[config.mk]
export PLATFORM = sky130hd
export DESIGN_NAME = mirror_blk_decoder
export DESIGN_NICKNAME = d
export VERILOG_FILES = /design/src/rtl/mirror_blk_decoder.sv
export SDC_FILE = /design/constraint.sdc
export NUM_CORES = 1
export LEC_CHECK = 0
export BUFFER_PORTS_ARGS = -buffer_cell sky130_fd_sc_hd__clkbuf_2
export CORE_MARGIN = 3
export CORE_UTILIZATION = 48
export DETAILED_ROUTE_END_ITERATION = 10
export PLACE_DENSITY = 0.78
export REMOVE_ABC_BUFFERS = 1
export SETUP_SLACK_MARGIN = 0.3
export SYNTH_ARGS = -nofsm -noshare
export SYNTH_HDL_FRONTEND = slang
export SYNTH_SLANG_ARGS = --single-unit
[constraint.sdc]
create_clock -name clk -period 2.3 [get_ports clk]
set_input_delay 0.46 -clock clk [delete_from_list [all_inputs] [get_ports clk]]
set_output_delay 0.46 -clock clk [all_outputs]
set_load 0.005 [all_outputs]
[src/rtl/mirror_blk_decoder.sv]
module mirror_blk_decoder #(
  parameter int NOP_CYCLES = 2
) (
  input  logic        clk,
  input  logic        rst_n,
  input  logic        row_start,
  input  logic [1:0]  blk_mode,
  input  logic [3:0]  blk_addr,
  input  logic        pair_sel,
  input  logic        write_busy,
  input  logic [3:0]  write_blk,
  input  logic        fifteen_blk,
  output logic [15:0] clr_mask,
  output logic [15:0] mcp_mask,
  output logic [15:0] park_mask,
  output logic        issue,
  output logic        rule_err
);
  localparam int CW = $clog2(NOP_CYCLES + 1);

  logic [CW-1:0] nop_left;
  logic          pair_cand, pair_pend, pair_eff;
  logic [15:0]   one_m, dual_m, quad_m, live_m;
  logic [15:0]   d_clr, d_mcp, d_park;
  logic          conflict, drop;

  assign one_m    = 16'h0001 << blk_addr;
  assign dual_m   = 16'h0003 << {blk_addr[2:0], 1'b0};
  assign quad_m   = 16'h000F << {blk_addr[2:1], 2'b00};
  assign live_m   = fifteen_blk ? 16'h7FFF : 16'hFFFF;
  assign conflict = (blk_mode == 2'b01) && write_busy && (write_blk != blk_addr);
  assign drop     = conflict || ((nop_left != '0) && (blk_mode != 2'b00));

  always_comb begin
    d_clr  = '0;
    d_mcp  = '0;
    d_park = '0;
    if (!drop) begin
      case (blk_mode)
        2'b01: d_clr = one_m & live_m;
        2'b10: d_mcp = one_m & live_m;
        2'b11: begin
          if (blk_addr[3]) begin
            if (blk_addr[2]) d_park = live_m;
            else             d_mcp  = live_m;
          end else begin
            d_mcp = (pair_eff ? quad_m : dual_m) & live_m;
          end
        end
        default: ;
      endcase
    end
  end

  always_ff @(posedge clk) begin
    if (!rst_n) begin
      clr_mask  <= '0;
      mcp_mask  <= '0;
      park_mask <= '0;
      issue     <= 1'b0;
      rule_err  <= 1'b0;
      nop_left  <= '0;
      pair_cand <= 1'b0;
      pair_pend <= 1'b0;
      pair_eff  <= 1'b0;
    end else begin
      issue     <= row_start;
      clr_mask  <= row_start ? d_clr  : '0;
      mcp_mask  <= row_start ? d_mcp  : '0;
      park_mask <= row_start ? d_park : '0;
      if (row_start) begin
        if (drop) rule_err <= 1'b1;
        if (!drop && blk_mode == 2'b01 && fifteen_blk)
          nop_left <= CW'(NOP_CYCLES);
        else if (nop_left != '0)
          nop_left <= nop_left - 1'b1;
        if (pair_sel != pair_cand) begin
          pair_cand <= pair_sel;
          pair_pend <= 1'b1;
        end else if (pair_pend) begin
          pair_eff  <= pair_cand;
          pair_pend <= 1'b0;
        end
      end
    end
  end

  assert_issue_follows_R7: assert property (@(posedge clk) disable iff (!rst_n)
    row_start |=> issue);
  assert_quiet_between_R7: assert property (@(posedge clk) disable iff (!rst_n)
    !row_start |=> (!issue && clr_mask == '0 && mcp_mask == '0 && park_mask == '0));
  assert_one_clear_R2: assert property (@(posedge clk) disable iff (!rst_n)
    $onehot0(clr_mask));
  assert_one_kind_R1: assert property (@(posedge clk) disable iff (!rst_n)
    $countones({|clr_mask, |mcp_mask, |park_mask}) <= 1);
  assert_dead_block_R8: assert property (@(posedge clk) disable iff (!rst_n)
    (row_start && fifteen_blk) |=> (!clr_mask[15] && !mcp_mask[15] && !park_mask[15]));
  assert_conflict_drop_R10: assert property (@(posedge clk) disable iff (!rst_n)
    (row_start && blk_mode == 2'b01 && write_busy && write_blk != blk_addr)
      |=> (clr_mask == '0 && rule_err));
  assert_err_sticky_R12: assert property (@(posedge clk) disable iff (!rst_n)
    rule_err |=> rule_err);
endmodule

==> impl_metrics.json, run 1 <==
{
  "outcome": "completed",
  "routed_wl_mm": 3.53,
  "setup_viol": 0,
  "r2r-start": "nop_left[1]$_SDFFE_PN0P_",
  "worstMarginPinSlew_ns": 0.586,
  "initial_core_util": 0.516,
  "synth_fa_ha_area_frac": 0.00705,
  "drive_gt1_frac": 0.351,
  "dr.pass1.iters": 4,
  "fin_crit_ns": 1.76,
  "overflow": 0,
  "finalHoldViolCount": 0,
  "rrSetupSlack_ns": 0.88,
  "clk_pin_slew_ns": 0.07,
  "synthFlopType": "dfxtp_1",
  "multi_input_area_um2": 781,
  "cp_max_fo": 10,
  "drc_errors": 0,
  "fin_skew_ns": 0.00359,
  "post_cts_buffers": 0,
  "cts_tree": "yes",
  "worstSkewPairLatency_ns": 0.29,
  "place_area_um2": 2040,
  "max_freq_ghz": 0.567,
  "slew_headroom": 0.608,
  "layout_commonest_cell": "clkbuf_2",
  "clock-sinks": 41,
  "globalplace.congestion": 0.861,
  "yosys-top-cells-area": "dfxtp_1 46%, buf_4 5.9%, nand2_1 5.3%",
  "synth_area_um2": 1780,
  "post_cts_resized": 0,
  "postSynthAreaPerCell_um2": 9.15,
  "synth_top_area_frac": 0.462,
  "critical_path.cell_chain": "clkbuf_2, xor2_2, o41ai_4, a31oi_1, o221a_1",
  "hp-start": "fifteen_blk",
  "synth-compound-area-share": 0.170,
  "cp.required_ns": 2.48,
  "avgRoutedWirePerCell_um": 12.0,
  "area_growth_syn_to_layout_pct": 20.8,
  "ctsRootBufferMaster": "clkbuf_8",
  "rsz0062_at_grt": "false",
  "core_um2": 3440,
  "ys_seq_area_frac": 0.462,
  "setup.worst_path.start_class": "primary input",
  "synth_top_cell_by_area": "dfxtp_1",
  "worst_path_max_delay_cell": "o41ai_4",
  "cts_buffer_depth": 2,
  "synth.area.mux_share": 0.00564,
  "chipHeight_um": 66.8,
  "grt_pass1_wl_mm": 5.77,
  "worst_hold_path.endpoint": "clr_mask[15]$_SDFF_PP0_",
  "holdBufCountCts": 0,
  "antenna_left": 0,
  "dieArea_um2": 4460,
  "post-place-ws_ns": 0.239,
  "yosys_warnings": 0,
  "power.density_nw_per_um2": 666,
  "holdPathStages": 2,
  "synth_xor_area_frac": 0.0289,
  "tns_ns": 0,
  "num_io_pins": 66,
  "drv_slew": 0,
  "nFillCells": 303,
  "crit_buf_inv": 1,
  "htree_levels": 2,
  "row_count": 21,
  "nets": 265,
  "rr_worst_depth": 5,
  "critPathTopFamily": "compound AO/OA/AOI/OAI gates",
  "drv_cap": 0,
  "ir_drop_mv": 0.328,
  "rr_endpoint": "mcp_mask[15]$_SDFF_PP0_",
  "dr_total_vias": 1439,
  "seqCellArea_um2": 821,
  "finalCritPeriodShare": 0.767,
  "grtUsageTotal": 0.173,
  "syn_inst": 194,
  "viasPerCell": 4.89,
  "io_buffers": 65,
  "grt_start_max_net_pins": 22,
  "endpoint_kind": "flop",
  "synth.distinct_cells": 42,
  "grt_pass1_vias": 1261,
  "antenna_cells": 0,
  "hp-class": "primary input to flop",
  "synth-simple-area-share": 0.228,
  "worst-setup-path-type": "primary input to flop",
  "drt_iter0_drc": 78,
  "async_reset_ff_frac": 0,
  "whs_ns": 0.416,
  "mostFrequentLayoutCells": "65 x clkbuf_2, 41 x dfxtp_1, 25 x nand2_1",
  "dp_hpwl_mm": 2.57,
  "synth_top_family_by_area": "simple AND/OR/NAND/NOR gates",
  "ys_ff_latch": 41,
  "cp_slowest_stage_delay_ns": 0.61,
  "cp.arrival_ns": 1.95,
  "leakagePower_uw": 0.000955,
  "cts_buffers": 5,
  "antenna_found_initial": 0,
  "die_w_um": 66.8,
  "synth-edff-count": 0,
  "stdcell_area_um2": 2140,
  "timing.final.ws_setup_ns": 0.536
}
[sequential cells by signal, indices dropped and copies added, names as in the netlist]
| name | cells |
|---|---|
| clr_mask | 16 |
| rule_err | 1 |
| pair_pend | 1 |
| mcp_mask | 16 |
| park_mask | 2 |
| pair_cand | 1 |
| pair_eff | 1 |
| issue | 1 |
| nop_left | 2 |
[worst register-to-register path, cell delays in order, from the launching register on]
cell and delay [ns]:
dfxtp_1 0.32, inv_1 0.07, ha_1 0.18, o21a_1 0.33
o21ai_4 0.20, a211oi_1 0.24
[per-stage QoR]
step                      total power (uW)  std cells   util
after detailed placement               903        287  0.593
after global placement                 901        287  0.593
after global routing                  1500        294  0.623
final                                 1430        294  0.623
after CTS                             1440        294  0.623
after floorplan                        833        171      -
[metal layers]
metal	GRT usage	share of wire	vias to the layer above
met1	0.224	0.45	630
li1	-	-	739
met3	0.0607	0.11	5
met5	0	0	-
met2	0.266	0.43	65
met4	0.0558	0.014	0
[final cells by class]
cell class	instances	share of cell area
Tap cell	46	0.0268
Clock buffer	5	0.0321
Multi-Input combinational cell	125	0.364
Inverter	5	0.00875
Sequential cell	41	0.383
Timing Repair Buffer	70	0.169
Clock inverter	2	0.0163
[cells in the mapped netlist, types with 2 or more instances]
cell	count
nor3_1	2
nand2b_1	3
and2_1	4
nand2_1	25
buf_4	14
nor4_2	2
buf_6	2
nor2_1	18
a211oi_1	2
nor2b_1	8
xor2_1	3
nand3_1	2
a21oi_1	18
nor3_2	3
inv_1	5
a21o_1	3
dfxtp_1	41
o21ai_0	11
clkbuf_1	4
buf_1	2
[report_power, final]
group	total [uW]	switching (uW)	leakage, uW	internal, uW
Clock	541	226	0.0000540	315
Combinational	156	95.9	0.000570	60.4
Sequential	731	7.15	0.000332	724
Total	1430	329	0.000955	1100
[kinds of logic (layout without fill, tap and decap cells)]
logic type / count (synthesis) / count (layout)
muxes: 1 / 1
DFF: 41 / 41
adders and majority gates: 1 / 1
AOI/OAI and AO/OA: 45 / 45
xor gates and xnor gates: 5 / 5
buffers and inverters: 28 / 82
and+or+nand+nor: 73 / 73
[worst max path at each step]
stage,from,endpoint,slack [ns],depth (start not counted)
2_1_floorplan,blk_addr[0],nop_left[0]$_SDFFE_PN0P_,0.55,4
6_report,blk_addr[1],nop_left[0]$_SDFFE_PN0P_,0.54,5
5_1_grt,blk_addr[1],clr_mask[8]$_SDFF_PP0_,0.43,5
3_3_place_gp,blk_addr[1],nop_left[0]$_SDFFE_PN0P_,0.28,5
4_1_cts,blk_addr[1],nop_left[0]$_SDFFE_PN0P_,0.55,5
3_5_place_dp,blk_addr[1],nop_left[0]$_SDFFE_PN0P_,0.24,5
Note: power is estimated with default switching activity, not from simulation.
==> run 2: changes to the inputs <==
- clock period: 2.3 -> 1.8 ns (I/O delays scaled with it)
==> run 2 against run 1 <==
Worst setup slack got worse by 0.13 ns. Power rose by 24%. Hold slack got worse by 0.11 ns. Largest power group unchanged. Critical path depth rose by 1.
==> impl_metrics.json, run 2 (same netlist as run 1, synthesis figures left out) <==
{
  "cp.required_ns": 1.98,
  "critPathLaunch": "nop_left[0]$_SDFFE_PN0P_",
  "finalHoldViolCount": 0,
  "cts_buffers": 5,
  "chipHeight_um": 66.8,
  "wl_met1_mm": 1.60,
  "post-place-ws_ns": 0.0814,
  "ir_drop_mv": 0.434,
  "mostFrequentLayoutCells": "65 x clkbuf_2, 40 x dfxtp_1, 25 x nand2_1",
  "p_seq_frac": 0.528,
  "avgRoutedWirePerCell_um": 12.6,
  "viasPerCell": 5.01,
  "cp_max_fo": 14,
  "drive_gt1_frac": 0.376,
  "io_buffers": 65,
  "clock-sinks": 41,
  "cts_tree": "yes",
  "r2r-start": "nop_left[0]$_SDFFE_PN0P_",
  "cp.arrival_ns": 1.57,
  "antenna_cells": 0,
  "route.top_layer_used": "met4",
  "sw_frac_of_total": 0.253,
  "num_io_pins": 66,
  "hp-start": "fifteen_blk",
  "rsz0062_at_grt": "false",
  "grt_pass1_vias": 1368,
  "slew_headroom": 0.762,
  "dp_hpwl_mm": 2.86,
  "power.density_nw_per_um2": 810,
  "globalplace.congestion": 0.783,
  "drv_slew": 0,
  "initial_core_util": 0.516,
  "clk_pin_slew_ns": 0.08,
  "fin_crit_ns": 1.39,
  "nets": 271,
  "met3_length_um": 331,
  "die_w_um": 66.8,
  "setup.worst_path.start_class": "flop",
  "reg.largest.list": "clr_mask (16), mcp_mask (16)",
  "drv_cap": 0,
  "finalCritPeriodShare": 0.774,
  "dr.pass1.iters": 4,
  "timing.final.ws_setup_ns": 0.406,
  "setup_viol": 0,
  "p_clk_frac": 0.352,
  "power_switching_uw": 448,
  "dr_total_vias": 1507,
  "routed_wl_mm": 3.78,
  "post_cts_buffers": 0,
  "drt_iter0_drc": 86,
  "total_power_uw": 1770,
  "leakagePower_uw": 0.000983,
  "max_freq_ghz": 0.718,
  "tns_ns": 0,
  "grt_pass1_wl_mm": 6.02,
  "hp-class": "primary input to flop",
  "grt_start_max_net_pins": 22,
  "worstMarginPinSlew_ns": 0.357,
  "outcome": "completed",
  "ctsRootBufferMaster": "clkbuf_8",
  "endpoint_kind": "flop",
  "cts_buffer_depth": 2,
  "overflow": 0,
  "core_um2": 3440,
  "grtUsageTotal": 0.180,
  "antenna_left": 0,
  "drc_errors": 0,
  "antenna_found_initial": 0,
  "htree_levels": 2,
  "fin_skew_ns": 0.00779,
  "area_growth_syn_to_layout_pct": 23.0,
  "row_count": 21,
  "met2WireLength_mm": 1.77,
  "layout_commonest_cell": "clkbuf_2",
  "worst-setup-path-type": "flop to flop",
  "dieArea_um2": 4460,
  "p_int_uw": 1320,
  "worstSkewPairLatency_ns": 0.30,
  "pwr-share-comb": 0.120,
  "nFillCells": 295
}
run 2: cell types whose count changed in the layout (fill, tap and decap cells not counted):
cell	delta
buf_4	+6
bufinv_16	-1
clkbuf_8	+1
clkinv_4	+1
dfxtp_1	-1
dfxtp_2	+1
o21a_1	-1
o21a_2	+1
run 2: worst max-delay path, stage by stage, from the launching register on:
cell	delay, ns
dfxtp_1	0.36
inv_1	0.05
ha_1	0.22
o21a_2	0.28
o21ai_4	0.09
buf_4	0.21
a21oi_1	0.06
run 2: worst paths after layout:
| check | endpoint | slack [ns] | cells past startpoint |
|---|---|---|---|
| setup / recovery | mcp_mask[2]$_SDFF_PP0_ | 0.41 | 6 |
| hold / removal | mcp_mask[15]$_SDFF_PP0_ | 0.31 | 2 |
| hold reg to reg | nop_left[1]$_SDFFE_PN0P_ | 0.48 | 2 |
| setup reg to reg | mcp_mask[2]$_SDFF_PP0_ | 0.41 | 6 |
run 2: metal layers:
| metal | up-vias | GRT usage |
|---|---|---|
| li1 | 755 | - |
| met1 | 674 | 0.215 |
| met2 | 71 | 0.306 |
| met3 | 7 | 0.0388 |
| met4 | 0 | 0.0863 |
| met5 | - | 0 |
run 2: metrics by stage:
step	hold slack, ns	area (um2)	utilization	cells
2_1_floorplan	0.430	1620	-	171
3_3_place_gp	0.463	2090	0.606	293
3_5_place_dp	0.468	2090	0.606	293
4_1_cts	0.303	2180	0.634	301
5_1_grt	0.319	2180	0.635	301
6_report	0.309	2180	0.635	301
run 2: final cells by class:
class	instances	area [um2]	share of cell area
flip-flops and latches	41	822	0.376
multi-input cells	125	782	0.358
repair buffers	76	408	0.187
clock buffers	6	82.6	0.0378
well taps	46	57.6	0.0263
inverters	5	18.8	0.00859
clock inverters	2	13.8	0.00630
run 2: repair_timing:
| action | CTS | global route |
|---|---|---|
| hold buffers | 0 | 0 |
| resized for setup | 0 | 2 |
| endpoints found under the setup margin | 0 | 16 |
run 2: power by group through the flow:
stage	registers [uW]	clock network (uW)	logic, uW
global route	937	670	236
floorplan	956	0	108
detailed placement	956	0	212
global placement	955	0	208
finish	935	623	212
CTS	935	638	213
==> run 3: changes to the inputs <==
- clock period: 1.8 -> 1.44 ns (I/O delays scaled with it)
==> run 3 against run 2 <==
Combinational power increased by 78%. Largest cell class is now multi-input combinational cells. Via count rose by 6.8%. First-iteration DRC count grew 7.0%. Clock power rose by 22%. Final area grew 15%. Die area unchanged. Sequential cell count did not move. Clock skew is 0.0026 ns lower. Worst setup slack got worse by 0.30 ns.
==> impl_metrics.json, run 3 (same netlist as run 1, synthesis figures left out) <==
{
  "ir_drop_mv": 0.582,
  "finalHoldViolCount": 0,
  "reg.largest.list": "clr_mask (16), mcp_mask (16)",
  "drive_gt1_frac": 0.502,
  "timing.final.ws_setup_ns": 0.103,
  "worstMarginPinSlew_ns": 0.360,
  "io_buffers": 65,
  "post-place-ws_ns": -0.202,
  "mostFrequentLayoutCells": "56 x clkbuf_2, 38 x dfxtp_1, 25 x nand2_1",
  "grtUsageTotal": 0.198,
  "antenna_left": 0,
  "dp_hpwl_mm": 2.81,
  "cp.required_ns": 1.60,
  "num_io_pins": 66,
  "worst_hold_path.endpoint": "clr_mask[15]$_SDFF_PP0_",
  "rr_endpoint": "mcp_mask[11]$_SDFF_PP0_",
  "fin_crit_ns": 1.34,
  "initial_core_util": 0.516,
  "clk_pin_slew_ns": 0.07,
  "critical_path.cell_chain": "clkbuf_2, xor2_1, o41ai_4, buf_6, o21ai_4, buf_6, a21oi_1",
  "ctsRootBufferMaster": "clkbuf_8",
  "critPathLaunch": "blk_addr[3]",
  "die_w_um": 66.8,
  "slew_headroom": 0.758,
  "cp_max_fo": 5,
  "worst-setup-path-type": "primary input to flop",
  "avgRoutedWirePerCell_um": 14.6,
  "htree_levels": 2,
  "routed_wl_mm": 4.59,
  "rr_worst_depth": 6,
  "holdPathStages": 2,
  "hp-class": "primary input to flop",
  "nFillCells": 242,
  "place_area_um2": 2150,
  "antenna_found_initial": 0,
  "antenna_cells": 0,
  "chipHeight_um": 66.8,
  "viasPerCell": 5.11,
  "grt_pass1_wl_mm": 6.56,
  "rrSetupSlack_ns": 0.18,
  "core_um2": 3440,
  "drv_slew": 0,
  "setup_viol": 0,
  "clock-sinks": 41,
  "row_count": 21,
  "cpMostUsedCell": "buf_6",
  "cts_tree": "yes",
  "r2r-start": "nop_left[0]$_SDFFE_PN0P_",
  "outcome": "completed",
  "endpoint_kind": "flop",
  "globalplace.congestion": 0.825,
  "cp_slowest_stage_delay_ns": 0.33,
  "nets": 286,
  "stdcell_area_um2": 2520,
  "cts_buffer_depth": 2,
  "layout_commonest_cell": "clkbuf_2",
  "grt_pass1_vias": 1450,
  "power.density_nw_per_um2": 916,
  "setup.worst_path.start_class": "primary input",
  "overflow": 0,
  "holdBufCountCts": 0,
  "cts_buffers": 5,
  "area_growth_syn_to_layout_pct": 41.9,
  "worst_path_max_delay_cell": "xor2_1",
  "fin_skew_ns": 0.00516,
  "dr_total_vias": 1610,
  "drv_cap": 0,
  "finalCritPeriodShare": 0.928,
  "drt_iter0_drc": 92,
  "rsz0062_at_grt": "true",
  "hp-start": "fifteen_blk",
  "worstSkewPairLatency_ns": 0.29,
  "leakagePower_uw": 0.00110,
  "dieArea_um2": 4460,
  "drc_errors": 0,
  "max_freq_ghz": 0.748,
  "total_power_uw": 2310,
  "dr.pass1.iters": 5,
  "grt_start_max_net_pins": 22,
  "tns_ns": 0,
  "cp.arrival_ns": 1.50
}
## run 3: final cells by class
cell class	instances	area, um2	share of cell area
timing repair buffer	91	607	0.241
clock inverter	1	7.51	0.00298
tap	46	57.6	0.0228
multi-input combinational	125	920	0.365
inverter	5	18.8	0.00745
sequential	41	827	0.328
clock buffer	6	82.6	0.0328
## run 3: worst max-delay path, delay by kind of cell
| family | cells | cell delay, ns |
|---|---|---|
| buffers and inverters | 3 | 0.47 |
| XOR/XNOR | 1 | 0.33 |
| AO/OA/AOI/OAI | 3 | 0.42 |
## run 3: repair_timing
item	CTS	global route
gates resized for setup	34	25
buffers inserted	2	4
endpoints found under the setup margin	52	50
pin swaps	17	5
gates cloned	1	0
## run 3: where the power goes
part / internal (uW) / leakage, uW / switching, uW
logic: 173 / 0.000724 / 204
clock network: 379 / 0.0000433 / 383
registers: 1160 / 0.000333 / 13.2
## run 3: metal layers
layer | global-route usage | part of all wire | vias to the layer above
met2 | 0.324 | 0.51 | 71
met3 | 0.0540 | 0.073 | 9
met1 | 0.240 | 0.40 | 745
met5 | 0 | 0 | -
li1 | - | - | 785
met4 | 0.0863 | 0.018 | 0
## run 3: stage by stage
stage | instances | hold WS (ns) | util
6_report | 315 | 0.259 | 0.732
5_1_grt | 315 | 0.256 | 0.732
4_1_cts | 311 | 0.244 | 0.691
3_5_place_dp | 301 | 0.468 | 0.623
3_3_place_gp | 301 | 0.466 | 0.623
2_1_floorplan | 171 | 0.358 | -
## run 3: worst max-delay path by stage
stage / to / depth (start not counted)
2_1_floorplan: nop_left[0]$_SDFFE_PN0P_ / 4
3_3_place_gp: nop_left[0]$_SDFFE_PN0P_ / 6
3_5_place_dp: nop_left[0]$_SDFFE_PN0P_ / 6
4_1_cts: clr_mask[8]$_SDFF_PP0_ / 6
5_1_grt: clr_mask[0]$_SDFF_PP0_ / 6
6_report: mcp_mask[11]$_SDFF_PP0_ / 7
